[config.mk]
export PLATFORM = sky130hd
export DESIGN_NAME = dimmer_johnson_pwm
export DESIGN_NICKNAME = d
export VERILOG_FILES = /design/src/rtl/dim_pkg.sv /design/src/rtl/dim_prescaler.sv /design/src/rtl/dim_frame.sv /design/src/rtl/dim_level_select.sv /design/src/rtl/dimmer_johnson_pwm.sv
export SDC_FILE = /design/constraint.sdc
export NUM_CORES = 1
export LEC_CHECK = 0
export BUFFER_PORTS_ARGS = -buffer_cell sky130_fd_sc_hd__buf_2
export CAP_MARGIN = 10
export CORE_MARGIN = 8
export CORE_UTILIZATION = 51
export DETAILED_ROUTE_END_ITERATION = 10
export PLACE_DENSITY_LB_ADDON = 0.15
export SLEW_MARGIN = 20
export SYNTH_ARGS = -nofsm -noshare
export SYNTH_HDL_FRONTEND = slang
export SYNTH_HIERARCHICAL = 1
export SYNTH_SLANG_ARGS = --single-unit
[constraint.sdc]
create_clock -name clk_i -period 3.72 [get_ports clk_i]
set_input_delay 0.186 -clock clk_i [delete_from_list [all_inputs] [get_ports clk_i]]
set_output_delay 0.186 -clock clk_i [all_outputs]
set_load 0.03 [all_outputs]
[src/rtl/dim_pkg.sv]
package dim_pkg;

    localparam int SW_W    = 8;
    localparam int LVL_N   = 16;
    localparam int STEPS   = 256;

    typedef logic [3:0]      level_t;
    typedef logic [7:0]      duty_t;
    typedef logic [7:0]      step_t;
    typedef logic [SW_W-1:0] sw_t;

    typedef struct packed {
        logic   ok;
        level_t lvl;
    } sel_t;

    localparam level_t LEVEL_DARK = 4'd15;
    localparam duty_t  DUTY_FULL  = 8'hFF;
    localparam step_t  STEP_LAST  = 8'hFF;

    // Johnson pattern for a given index: fill from bit 0, then drain from bit 0.
    function automatic sw_t johnson_code(input level_t l);
        sw_t c;
        for (int b = 0; b < SW_W; b++) begin
            if (l[3])
                c[b] = (b >= int'(l[2:0]));
            else
                c[b] = (b < int'(l[2:0]));
        end
        return c;
    endfunction

    function automatic sel_t johnson_decode(input sw_t sw);
        sel_t r;
        r = '0;
        for (int i = 0; i < LVL_N; i++) begin
            if (sw == johnson_code(level_t'(i))) begin
                r.ok  = 1'b1;
                r.lvl = level_t'(i);
            end
        end
        return r;
    endfunction

    function automatic duty_t duty_of(input level_t l);
        duty_t d;
        case (l)
            4'd0:    d = 8'hFF;
            4'd1:    d = 8'hBF;
            4'd2:    d = 8'h99;
            4'd3:    d = 8'h7F;
            4'd4:    d = 8'h6A;
            4'd5:    d = 8'h5A;
            4'd6:    d = 8'h4C;
            4'd7:    d = 8'h3F;
            4'd8:    d = 8'h34;
            4'd9:    d = 8'h2B;
            4'd10:   d = 8'h22;
            4'd11:   d = 8'h1A;
            4'd12:   d = 8'h13;
            4'd13:   d = 8'h0C;
            4'd14:   d = 8'h05;
            default: d = 8'h00;
        endcase
        return d;
    endfunction

endpackage

[src/rtl/dim_prescaler.sv]
module dim_prescaler #(
    parameter int CLK_DIV        = 4,
    parameter int TICKS_PER_STEP = 16
) (
    input  logic clk_i,
    input  logic rst_i,
    output logic step_en_o
);
    localparam int DIV_W  = (CLK_DIV > 1) ? $clog2(CLK_DIV) : 1;
    localparam int TICK_W = (TICKS_PER_STEP > 1) ? $clog2(TICKS_PER_STEP) : 1;

    logic tick;
    logic tick_wrap;

    generate
        if (CLK_DIV == 1) begin : g_div_pass
            assign tick = 1'b1;
        end else begin : g_div_cnt
            logic [DIV_W-1:0] div_q;
            always_ff @(posedge clk_i) begin
                if (rst_i)
                    div_q <= '0;
                else if (div_q == DIV_W'(CLK_DIV - 1))
                    div_q <= '0;
                else
                    div_q <= div_q + 1'b1;
            end
            assign tick = (div_q == DIV_W'(CLK_DIV - 1));
        end

        if (TICKS_PER_STEP == 1) begin : g_tick_pass
            assign tick_wrap = 1'b1;
        end else begin : g_tick_cnt
            logic [TICK_W-1:0] tick_q;
            always_ff @(posedge clk_i) begin
                if (rst_i)
                    tick_q <= '0;
                else if (tick) begin
                    if (tick_q == TICK_W'(TICKS_PER_STEP - 1))
                        tick_q <= '0;
                    else
                        tick_q <= tick_q + 1'b1;
                end
            end
            assign tick_wrap = (tick_q == TICK_W'(TICKS_PER_STEP - 1));
        end
    endgenerate

    assign step_en_o = tick && tick_wrap;

endmodule

[src/rtl/dim_frame.sv]
module dim_frame
    import dim_pkg::*;
(
    input  logic  clk_i,
    input  logic  rst_i,
    input  logic  step_en_i,
    output step_t step_q_o,
    output step_t step_nxt_o,
    output logic  frame_end_o
);
    assign step_nxt_o  = step_en_i ? step_q_o + 1'b1 : step_q_o;
    assign frame_end_o = step_en_i && (step_q_o == STEP_LAST);

    always_ff @(posedge clk_i) begin
        if (rst_i)
            step_q_o <= '0;
        else
            step_q_o <= step_nxt_o;
    end

endmodule

[src/rtl/dim_level_select.sv]
module dim_level_select
    import dim_pkg::*;
(
    input  logic   clk_i,
    input  logic   rst_i,
    input  sw_t    sw_i,
    input  logic   frame_end_i,
    output level_t level_q_o,
    output level_t level_nxt_o,
    output logic   ok_o
);
    sel_t sel;

    assign sel         = johnson_decode(sw_i);
    assign level_nxt_o = (frame_end_i && sel.ok) ? sel.lvl : level_q_o;

    always_ff @(posedge clk_i) begin
        if (rst_i) begin
            level_q_o <= LEVEL_DARK;
            ok_o      <= 1'b1;
        end else if (frame_end_i) begin
            level_q_o <= level_nxt_o;
            ok_o      <= sel.ok;
        end
    end

endmodule

[src/rtl/dimmer_johnson_pwm.sv]
module dimmer_johnson_pwm
    import dim_pkg::*;
#(
    parameter int CLK_DIV        = 4,
    parameter int TICKS_PER_STEP = 16,
    parameter int LED_COUNT      = 16
) (
    input  logic                 clk_i,
    input  logic                 rst_i,
    input  logic [7:0]           sw_i,
    output logic [LED_COUNT-1:0] led_o,
    output logic                 level_ok_o
);
    logic   step_en;
    logic   frame_end;
    step_t  step_q;
    step_t  step_nxt;
    level_t level_q;
    level_t level_nxt;
    duty_t  duty_nxt;
    logic   on_nxt;
    logic [LED_COUNT-1:0] led_q;

    dim_prescaler #(
        .CLK_DIV       (CLK_DIV),
        .TICKS_PER_STEP(TICKS_PER_STEP)
    ) u_presc (
        .clk_i    (clk_i),
        .rst_i    (rst_i),
        .step_en_o(step_en)
    );

    dim_frame u_frame (
        .clk_i      (clk_i),
        .rst_i      (rst_i),
        .step_en_i  (step_en),
        .step_q_o   (step_q),
        .step_nxt_o (step_nxt),
        .frame_end_o(frame_end)
    );

    dim_level_select u_level (
        .clk_i      (clk_i),
        .rst_i      (rst_i),
        .sw_i       (sw_i),
        .frame_end_i(frame_end),
        .level_q_o  (level_q),
        .level_nxt_o(level_nxt),
        .ok_o       (level_ok_o)
    );

    // Lit phase sits at the tail of the frame; full duty bypasses the compare.
    assign duty_nxt = duty_of(level_nxt);
    assign on_nxt   = (duty_nxt == DUTY_FULL) ||
                      ((9'(step_nxt) + 9'(duty_nxt)) >= 9'(STEPS));

    always_ff @(posedge clk_i) begin
        if (rst_i)
            led_q <= '0;
        else
            led_q <= {LED_COUNT{on_nxt}};
    end

    assign led_o = led_q;

endmodule

==> Word-level counts from Yosys, hierarchy flattened <==
Memory sizes are Yosys's and may differ from the RTL's.
Index checks and enable logic that the tools add are counted.
{ "word_totals": {"output_inout_bits": 17, "wordCells": 56, "memories": 1, "ff_bits": 20, "in_bits": 10, "mem_bits_ro": 128} }
{ "op_classes": {"eq_ne": 19, "n_lt_le_gt_ge": 1, "add_sub_neg": 4, "n_reduce_logical": 6, "muxes": 19} }
{ "mem_list": {"columns": ["memory", "words", "word_bits", "rd", "rd_ports_with_merged_regs", "write_ports", "line_no", "rtl"], "rows": [
  ["(no name shown)", 16, 8, 1, 0, 0, "dim_pkg.sv:47", "case (l)"]
]} }
{ "op_table": {"columns": ["operator", "count"], "rows": [
  ["8-bit == test, second input constant", 10],
  ["5-bit two-way mux", 16],
  ["8-bit by 8-bit adder with 9-bit output", 1],
  ["9-bit greater-or-equal comparator, second input constant", 1],
  ["8-bit by 1-bit adder with 8-bit output, second input constant", 1],
  ["8-bit by 1-bit == test with 1-bit output, second input constant", 1],
  ["8-bit by 2-bit == test with 1-bit output, second input constant", 1],
  ["8-bit by 3-bit == test with 1-bit output, second input constant", 1],
  ["8-bit by 4-bit == test with 1-bit output, second input constant", 1],
  ["8-bit by 5-bit == test with 1-bit output, second input constant", 1],
  ["8-bit by 6-bit == test with 1-bit output, second input constant", 1],
  ["8-bit by 7-bit == test with 1-bit output, second input constant", 1],
  ["8-bit logical NOT", 1],
  ["4-bit two-way mux", 2],
  ["8-bit two-way mux", 1],
  ["4-bit by 1-bit adder with 4-bit output, second input constant", 1],
  ["4-bit == test, second input constant", 1],
  ["1-bit logical AND", 3],
  ["2-bit by 1-bit adder with 2-bit output, second input constant", 1],
  ["2-bit == test, second input constant", 1],
  ["2-bit OR reduction", 1],
  ["1-bit logical OR", 1]
]} }

==> Longest topological paths before layout <==
Gate-level depths: netlist of run 1.
An unclocked memory read counts as a cell.
{ "logic_depth": {"depth_word": 23, "depth_mapped": 20, "depth_no_buf": 19} }

==> Hierarchy <==
The synthesis of run 1 kept the hierarchy.
{ "by_module_without_submodules": {"columns": ["mod", "cells_per_inst", "area_each_um2", "seq_area_each_um2", "instances"], "rows": [
  ["dim_level_select", 78, 604.3, 100.1, 1],
  ["dimmer_johnson_pwm", 67, 519.2, 20.0, 1],
  ["dim_frame", 42, 391.6, 160.2, 1],
  ["dim_prescaler", 27, 262.8, 120.1, 1]
]} }

==> Worst setup path before layout of run 1 <==
Ideal clock, no wire load.
{ "synth_timing": {"path_type": "register to register", "start": "register u_presc.g_div_cnt.div_q[0]", "end": "register led_o[0] (netlist name)", "slack_ns": 0.037, "n_path_buf": 1, "synth_period_minus_slack_ns": 3.683, "stages_incl_launch_ff": 19, "arrival_time_ns": 3.556, "setup_ns": 0.128, "required_ns": 3.592, "path_cell_list": "dfxtp_1 ha_1 buf_6 nand2_4 nor2_1 nand3_1 nor2_1 and3_1 o21ai_4 mux2_4 inv_1 ha_1 nor2b_1 a211oi_1 ha_1 a21oi_1 nand2_1 a221oi_1 o22ai_1"} }
{ "synth_via": {"elab_chain_len": 9, "word_cells_on_any_way": 11, "cone_classes": "add/sub (1); order compare (1); eq/ne (2); mux (2); reduce/logical (4); memory (1)"} }
{ "synth_lines": {"columns": ["element", "line_no", "rtl"], "rows": [
  ["start, declared", "dim_prescaler.sv:19", "logic [DIV_W-1:0] div_q;"],
  ["start signal, assigned", "dim_prescaler.sv:26", "div_q <= div_q + 1'b1;"],
  ["2-bit == test *", "dim_prescaler.sv:28", "assign tick = (div_q == DIV_W'(CLK_DIV - 1));"],
  ["1-bit logical AND *", "dim_prescaler.sv:49", "assign step_en_o = tick && tick_wrap;"],
  ["net step_en", "dimmer_johnson_pwm.sv:14", "logic step_en;"],
  ["1-bit logical AND *", "dim_frame.sv:12", "assign frame_end_o = step_en_i && (step_q_o == STEP_LAST);"],
  ["net frame_end", "dimmer_johnson_pwm.sv:15", "logic frame_end;"],
  ["1-bit logical AND *", "dim_level_select.sv:15", "assign level_nxt_o = (frame_end_i && sel.ok) ? sel.lvl : level_q_o;"],
  ["4-bit two-way mux *", "dim_level_select.sv:15", null],
  ["net level_nxt[0]", "dimmer_johnson_pwm.sv:19", "level_t level_nxt;"],
  ["memory read 16 x 8 bit *", null, null],
  ["8-bit by 8-bit adder with 9-bit output", "dimmer_johnson_pwm.sv:55", "((9'(step_nxt) + 9'(duty_nxt)) >= 9'(STEPS));"],
  ["9-bit greater-or-equal comparator", "dimmer_johnson_pwm.sv:55", null],
  ["1-bit logical OR *", "dimmer_johnson_pwm.sv:54", "assign on_nxt = (duty_nxt == DUTY_FULL) ||"]
]} }
Mark *: on every way through the listed nets, which the timed path passes. The rest lies on a longest branch.
A chain may end at the register's enable or synchronous reset.

==> Final worst setup path of run 1 <==
{ "layout_timing": {"start": "register u_presc.g_tick_cnt.tick_q[0]", "end": "register led_o[0] (netlist name)"} }
{ "layout_via": {"elab_chain_len": 9, "word_cells_on_any_way": 11, "cone_classes": "add/sub (1); order compare (1); eq/ne (2); mux (2); reduce/logical (4); memory (1)"} }
{ "layout_lines": {"columns": ["element", "line_no", "rtl"], "rows": [
  ["start, declared", "dim_prescaler.sv:34", "logic [TICK_W-1:0] tick_q;"],
  ["start signal, assigned", "dim_prescaler.sv:42", "tick_q <= tick_q + 1'b1;"],
  ["4-bit == test *", "dim_prescaler.sv:45", "assign tick_wrap = (tick_q == TICK_W'(TICKS_PER_STEP - 1));"],
  ["1-bit logical AND *", "dim_prescaler.sv:49", null],
  ["net step_en", "dimmer_johnson_pwm.sv:14", null],
  ["1-bit logical AND *", "dim_frame.sv:12", null],
  ["net frame_end", "dimmer_johnson_pwm.sv:15", null],
  ["1-bit logical AND *", "dim_level_select.sv:15", null],
  ["4-bit two-way mux *", "dim_level_select.sv:15", null],
  ["net level_nxt[0]", "dimmer_johnson_pwm.sv:19", null],
  ["memory read 16 x 8 bit *", null, null],
  ["8-bit by 8-bit adder with 9-bit output", "dimmer_johnson_pwm.sv:55", null],
  ["9-bit greater-or-equal comparator", "dimmer_johnson_pwm.sv:55", null],
  ["1-bit logical OR *", "dimmer_johnson_pwm.sv:54", null]
]} }
Marks and branches as above.

==> reports/metrics.cfg, run 1 <==
[cts]
cts_hold_buf = 0
clkSinkCount = 20
cts_buffers = 3
h-tree-depth = 1
cts_tree = done
cts_max_path_buffers = 2
cts_root_buffer = clkbuf_4
clk_latency_ns = 0.30
path_clk_slew_ns = 0.11

[routing]
vias = 1529
drt-total-wl_microns = 3710
drt_pass1_iterations = 4
drc = 0
detail_route.iter0.violations = 108
routedWlPerCell_microns = 13.7
viasPerCell = 5.66
ant_nets = 0

[timing]
rsz0062_at_grt = no
fin_setup_tns_ns = 0
hold_viol_final = 0
finalSetupViolCount = 0
fin_crit_sh_pct = 93.5
fmax_mhz = 287
finalClockSkew_ns = 0.00435
max-slew-margin-rel_pct = 70.6
drv_slew = 0
period_needed_ns = 3.48
fin_ws_ns = 0.241
holdWs_ns = 0.313
worst_pin_slew_ns = 0.431

[yosys]
synth_top_cell_by_area = dfxtp_1
async_flop_share_pct = 0
synth_seq_cells = 20
yosysSeqAreaShare_pct = 22.5
synth-main-ff-cell = dfxtp_1
synth_nets = 239
synth.avg_cell_area_sq_um = 8.31
synthDominantCellAreaShare_pct = 22.5
synth-edff-count = 0
syn_area_sq_um = 1780
postSynthCellCount = 214
yosys_warnings = 6
ys_types = 61
synth_common_cells = dfxtp_1, nor2_1, buf_4, nand2_1, ha_1
synth_area_leaders = dfxtp_1, ha_1, buf_4

[floorplanning]
die_h_microns = 75.0
io_pins = 27
start_util_pct = 53.3
dieArea_sq_um = 5630
die_w_microns = 75.0
design.core.area_sq_um = 3340
rows = 21

[worst_setup_path]
r2r_slack_ns = 0.24
critPathKind = reg2reg
path_cells = ha_2 -> nand2_1 -> nor2_1 -> nand3_1 -> nor2_1 -> and3_4 -> o21ai_4 -> mux2_4 -> inv_2 -> ha_1 -> nor2b_1 -> a211oi_1 -> ha_1 -> a21oi_1 -> nand2_1 -> a221oi_2 -> o22ai_1
crit_slowest_cell = dfxtp_2
path_max_fanout = 6
critPathMaxStageDelay_ns = 0.38
start_kind = flip-flop
worstPathArrival_ns = 3.66
required_ns = 3.90
end_kind = flip-flop

[power_and_ir_drop]
leakage_uw = 0.000871
p_per_area_nw_per_um2 = 224
max-vdd-ir-drop_mv = 0.186

[grt]
grt_pass1_wl_microns = 6200
grtUsageTotal_pct = 13.6
grt_pass1_vias = 1432
grt_antenna_before_repair = 0
grt_max_degree = 28
overflow = 0

[finish]
multi_input_area_sq_um = 1200
layout.cells.non_filler = 270
final_nets = 250
antenna_cells = 0
regArea_sq_um = 403
area_growth_pct = 6.47
n_fill_cell = 316
drive_gt1_share_pct = 27.2

[hold_path]
min_path_type = in2reg

[placed_design]
gp_congestion = 0.905
dp_cells = 266
preCtsSetupSlack_ns = 0.0113
hpwl_microns = 2930
port_buffers = 26

[outcome]
status = finished, final reports clean

[run]
drv_cap = 0

## placed cells by master (no fill, tap or decap), drive strengths merged, types with 2 or more instances in the layout
master,synthesis,routed
a21o,2,2
a2111oi,2,2
o21ai,10,10
nand4,5,5
mux2,5,5
a211oi,3,3
and2,2,2
xnor2,6,6
nand3,6,6
mux2i,4,4
inv,7,7
nor3b,5,5
or3,3,3
a21oi,9,9
buf,24,31
xor2,3,3
nor2b,8,8
a221oi,2,2
dfxtp,20,20
a211o,2,2
clkbuf,1,4
nand2b,2,2
a31oi,2,2
nand2,17,17
nor2,20,20
or2,4,4
nor3,6,6
ha,15,15
## report_power, final
| group | internal (uW) | switching (uW) |
|---|---|---|
| clock network | 59.7 | 64.8 |
| registers | 220 | 3.69 |
| logic | 30.5 | 45.2 |
| total | 310 | 114 |
## final cells by class
| cell class | instances | share of cell area (%) |
|---|---|---|
| flip-flops and latches | 20 | 21.3 |
| multi-input cells | 162 | 63.5 |
| clock buffers | 4 | 1.92 |
| inverters | 7 | 1.39 |
| repair buffers | 31 | 8.86 |
| well taps | 46 | 3.04 |
## path summary, 6_finish.rpt
check                                            startpoint                                   endpoint  cells after the start
setup reg to reg  u_presc/g_tick_cnt.tick_q[0]$_SDFFE_PP0P_                        led_o[0]$_SDFF_PP0_                     17
hold reg to reg       u_presc/g_div_cnt.div_q[0]$_SDFF_PP0_      u_presc/g_div_cnt.div_q[0]$_SDFF_PP0_                      1
setup / recovery  u_presc/g_tick_cnt.tick_q[0]$_SDFFE_PP0P_                        led_o[0]$_SDFF_PP0_                     17
hold / removal                                        rst_i  u_presc/g_tick_cnt.tick_q[1]$_SDFFE_PP0P_                      2
## through the flow
| stage | instance area, sq um | utilization, % | power (uW) |
|---|---|---|---|
| floorplan | 1780 | - | 285 |
| detailed placement | 1830 | 55.0 | 302 |
| CTS | 1870 | 56.2 | 428 |
| global route | 1890 | 56.7 | 450 |
| global placement | 1830 | 55.0 | 299 |
| finish | 1890 | 56.7 | 424 |
## state kept, by name (all words and copies together), names as in the netlist
register	flops
u_presc/g_tick_cnt.tick_q	4
u_level/level_q_o	4
u_level/ok_o	1
led_o	1
u_frame/step_q_o	8
u_presc/g_div_cnt.div_q	2
## worst max-delay path, delay by kind of cell, from the launching register on
| kind | cells | cell delay [ns] |
|---|---|---|
| adder cells (fa/ha/maj) | 3 | 0.78 |
| AND/OR/NAND/NOR | 7 | 0.88 |
| AO/OA/AOI/OAI | 5 | 0.85 |
| multiplexers | 1 | 0.36 |
| buffers and inverters | 1 | 0.09 |
| flip-flops | 1 | 0.38 |
## logic make-up after synthesis
family | after synthesis | share of synthesized area, %
AOI/OAI and AO/OA | 47 | 20.8
xor gates and xnor gates | 9 | 4.43
adders and majority gates | 15 | 10.6
buffers and inverters | 32 | 11.0
DFF | 20 | 22.5
muxes | 9 | 5.84
and+or+nand+nor | 82 | 24.9
## metal layers
metal  track usage (%)  routed length (microns)  vias to the layer above
li1                  -                        -                      779
met1              16.0                     1620                      710
met2              24.9                     1820                       40
met3              3.33                      272                        0
met4              1.30                        0                        0
met5                 0                        0                        -
## repair_timing
item	in CTS	in global routing
hold endpoints to repair	0	0
resized for setup	1	8
setup buffers	0	0
pin swaps	0	1
endpoints found under the setup margin	1	1
Note: power is estimated with default switching activity, not from simulation.
==> run 2, diff against run 1 <==
ABC_AREA = 1   (was not set)
CORE_UTILIZATION = 52   (was 51)
==> run 2 against run 1 <==
Against the previous run:
- sequential cell count unchanged
- largest power group unchanged
- non-clock buffer count down 4
- power grew 3.8%
==> reports/metrics.cfg, run 2 <==
[yosys]
synth.most_common_cell = nand2_1
synth_seq_cells = 20  ; unchanged
synth_nets = 305  ; was 239
synth_area_leaders = dfxtp_1, nand2_1, ha_1  ; was dfxtp_1, ha_1, buf_4
postSynthCellCount = 280  ; was 214
yosys_warnings = 6  ; unchanged
synth.avg_cell_area_sq_um = 6.41  ; was 8.31 sq um
async_flop_share_pct = 0  ; unchanged
yosysSeqAreaShare_pct = 22.3  ; was 22.5%
synthDominantCellAreaShare_pct = 22.3  ; was 22.5%
synth-edff-count = 0  ; unchanged
ys_types = 29  ; was 61
synth-main-ff-cell = dfxtp_1  ; unchanged
syn_area_sq_um = 1790  ; was 1780 sq um
synth_common_cells = nand2_1, inv_1, nor2_1  ; was dfxtp_1, nor2_1, buf_4, nand2_1, ha_1
synth_top_cell_by_area = dfxtp_1  ; unchanged

[power_and_ir_drop]
switching_share_pct = 22.7  ; was 26.8%
pwr-share-clk_pct = 40.9  ; was 29.4%
total_power_uw = 440  ; was 424 uW
switchingPower_uw = 99.9  ; was 114 uW
p_per_area_nw_per_um2 = 229  ; was 224 nW/um^2
pwr-share-comb_pct = 9.2  ; was 17.8%
power.internal_uw = 340  ; was 310 uW
leakage_uw = 0.00109  ; was 0.000871 uW
max-vdd-ir-drop_mv = 0.240  ; was 0.186 mV
seqPwrFrac_pct = 49.9  ; was 52.8%

[finish]
area_growth_pct = 6.83  ; was 6.47%
final_nets = 320  ; was 250
layout_common_cells = nand2_1, inv_1, nor2_1, buf_2, nand3_1  ; was buf_2, nor2_1, dfxtp_1, nand2_1, ha_1
max_flop_register = u_frame/step_q_o  ; unchanged
drive_gt1_share_pct = 24.1  ; was 27.2%
antenna_cells = 0  ; unchanged
final_cell_area_sq_um = 1920  ; was 1890 sq um
largestRegisters = u_frame/step_q_o x8, u_level/level_q_o x4, u_presc/g_tick_cnt.tick_q x4  ; unchanged
n_fill_cell = 345  ; was 316
mostFrequentLayoutCell = nand2_1  ; was buf_2
largest_reg_flops = 8  ; unchanged

[routing]
drt-total-wl_microns = 3360  ; was 3710 microns
drc = 0  ; unchanged
routedWlPerCell_microns = 9.88  ; was 13.7 microns
viasPerCell = 4.69  ; was 5.66
ant_nets = 0  ; unchanged
vias = 1593  ; was 1529
drt_pass1_iterations = 4  ; unchanged
detail_route.iter0.violations = 74  ; was 108

[cts]
cts_resized = 0  ; was 1
h-tree-depth = 1  ; unchanged
cts_max_path_buffers = 2  ; unchanged
path_clk_slew_ns = 0.12  ; was 0.11 ns
cts_tree = done  ; unchanged
cts_hold_buf = 0  ; unchanged
cts_setup_buffers = 0  ; unchanged
cts_buffers = 3  ; unchanged
clk_latency_ns = 0.30  ; about the same
cts_root_buffer = clkbuf_4  ; unchanged
clkSinkCount = 20  ; unchanged

[timing]
hold_viol_final = 0  ; unchanged
fmax_mhz = 302  ; was 287 MHz
worst_pin_slew_ns = 0.361  ; was 0.431 ns
finalSetupViolCount = 0  ; unchanged
drv_slew = 0  ; unchanged
fin_setup_tns_ns = 0  ; unchanged
fin_crit_sh_pct = 89.0  ; was 93.5%
rsz0062_at_grt = no  ; unchanged
period_needed_ns = 3.31  ; was 3.48 ns
fin_ws_ns = 0.410  ; was 0.241 ns
max-slew-margin-rel_pct = 75.9  ; was 70.6%
finalClockSkew_ns = 0.00599  ; was 0.00435 ns

[worst_setup_path]
path_max_fanout = 5  ; was 6
critPathMaxStageDelay_ns = 0.35  ; was 0.38 ns
required_ns = 3.92  ; was 3.90 ns
path_cells = ha_1 -> inv_1 -> nor2_1 -> nand2_2 -> nor2_4 -> nand2_1 -> nor2_2 -> nand2_1 -> nand2_2 -> nand2_1 -> nand2_1 -> inv_1 -> ha_1 -> nand2_1 -> nand3_1 -> o21ai_0 -> ha_1 -> a21oi_1 -> o21ai_0 -> a21oi_2 -> a21oi_2  ; was ha_2 -> nand2_1 -> nor2_1 -> nand3_1 -> nor2_1 -> and3_4 -> o21ai_4 -> mux2_4 -> inv_2 -> ha_1 -> nor2b_1 -> a211oi_1 -> ha_1 -> a21oi_1 -> nand2_1 -> a221oi_2 -> o22ai_1
critPathKind = reg2reg  ; unchanged
crit_family = simple AND/OR/NAND/NOR gates  ; unchanged
crit_buf_inv = 2  ; was 1
worstPathArrival_ns = 3.51  ; was 3.66 ns
crit_slowest_cell = dfxtp_1  ; was dfxtp_2
end_kind = flip-flop  ; unchanged
crit_top_cell = nand2_1
start_kind = flip-flop  ; unchanged

[floorplanning]
io_pins = 27  ; unchanged
design.core.area_sq_um = 3340  ; unchanged
dieArea_sq_um = 5590  ; was 5630 sq um
die_h_microns = 74.7  ; was 75.0 microns
start_util_pct = 53.8  ; was 53.3%
rows = 21  ; unchanged
die_w_microns = 74.7  ; was 75.0 microns

[grt]
use_met1_pct = 16.0  ; about the same
grt_pass1_vias = 1376  ; was 1432
grt_antenna_before_repair = 0  ; unchanged
overflow = 0  ; unchanged
grtUsageTotal_pct = 12.4  ; was 13.6%
grt_pass1_wl_microns = 5620  ; was 6200 microns
grt_max_degree = 17  ; was 28
top_usage_layer = met2  ; unchanged
met3_usage_pct = 3.33  ; unchanged
met2_usage_pct = 20.9  ; was 24.9%

[placed_design]
gp_congestion = 0.852  ; was 0.905
port_buffers = 26  ; unchanged
hpwl_microns = 2840  ; was 2930 microns
preCtsSetupSlack_ns = 0.326  ; was 0.0113 ns
post_dp_cell_area_sq_um = 1860  ; was 1830 sq um

[hold_path]
min_path_type = in2reg  ; unchanged

[outcome]
status = finished, final reports clean  ; unchanged

[run]
drv_cap = 0  ; unchanged

[run 2: cell count changes after synthesis, moves of 6 or more]
| cell | delta |
|---|---|
| nand2_1 | +52 |
| inv_1 | +33 |
| nand3_1 | +15 |
| nand2_2 | +10 |
| nor2_1 | +9 |
| nor2b_1 | -8 |
| buf_2 | -6 |
| inv_2 | +6 |
| xnor2_1 | -6 |
[run 2: power groups by stage]
stage               registers [uW]  logic [uW]  clock network (uW)
global route                   220        45.8                 192
global placement               224        40.7                   0
detailed placement             224        40.4                   0
CTS                            220        40.7                 186
finish                         219        40.4                 180
floorplan                      224        26.3                   0
[run 2: layer usage]
layer | vias up | part of all wire, %
met3 | 0 | 5.1
li1 | 891 | -
met5 | - | 0
met1 | 676 | 51
met4 | 0 | 0
met2 | 26 | 44
[run 2: through the flow]
step / utilization (%) / hold slack, ns / cells
after floorplan: - / 0.248 / 280
after global placement: 55.8 / 0.407 / 336
after detailed placement: 55.8 / 0.414 / 336
after CTS: 57.4 / 0.196 / 340
after global routing: 57.4 / 0.210 / 340
final: 57.4 / 0.206 / 340
[run 2: worst paths after layout]
kind	cells past startpoint	to	slack [ns]	startpoint
max	21	led_o[0]$_SDFF_PP0_	0.41	u_presc/g_div_cnt.div_q[0]$_SDFF_PP0_
min	2	led_o[0]$_SDFF_PP0_	0.21	rst_i
max reg2reg	21	led_o[0]$_SDFF_PP0_	0.41	u_presc/g_div_cnt.div_q[0]$_SDFF_PP0_
min reg2reg	1	u_presc/g_div_cnt.div_q[0]$_SDFF_PP0_	0.43	u_presc/g_div_cnt.div_q[0]$_SDFF_PP0_
[run 2: worst register-to-register path, stage by stage (launching register included)]
cell and delay (ns):
dfxtp_1 0.35, ha_1 0.24, inv_1 0.11, nor2_1 0.20
nand2_2 0.10, nor2_4 0.13, nand2_1 0.10, nor2_2 0.17
nand2_1 0.11, nand2_2 0.09, nand2_1 0.07, nand2_1 0.10
inv_1 0.10, ha_1 0.33, nand2_1 0.07, nand3_1 0.10
o21ai_0 0.09, ha_1 0.30, a21oi_1 0.14, o21ai_0 0.10
a21oi_2 0.14, a21oi_2 0.06
[run 2: final cells by class]
type / count / area (sq um) / area share (%)
multi-input cells: 195 / 1090 / 56.7
flip-flops and latches: 20 / 400 / 20.9
inverters: 48 / 183 / 9.53
repair buffers: 27 / 138 / 7.18
well taps: 46 / 57.6 / 3.00
clock inverters: 1 / 30.0 / 1.57
clock buffers: 3 / 22.5 / 1.17
[run 2: kinds of logic after synthesis]
| logic type | share of synthesized area [%] |
|---|---|
| and+or+nand+nor | 40.4 |
| buffers and inverters | 17.3 |
| AOI/OAI and AO/OA | 9.55 |
| DFF | 22.3 |
| adders and majority gates | 10.5 |
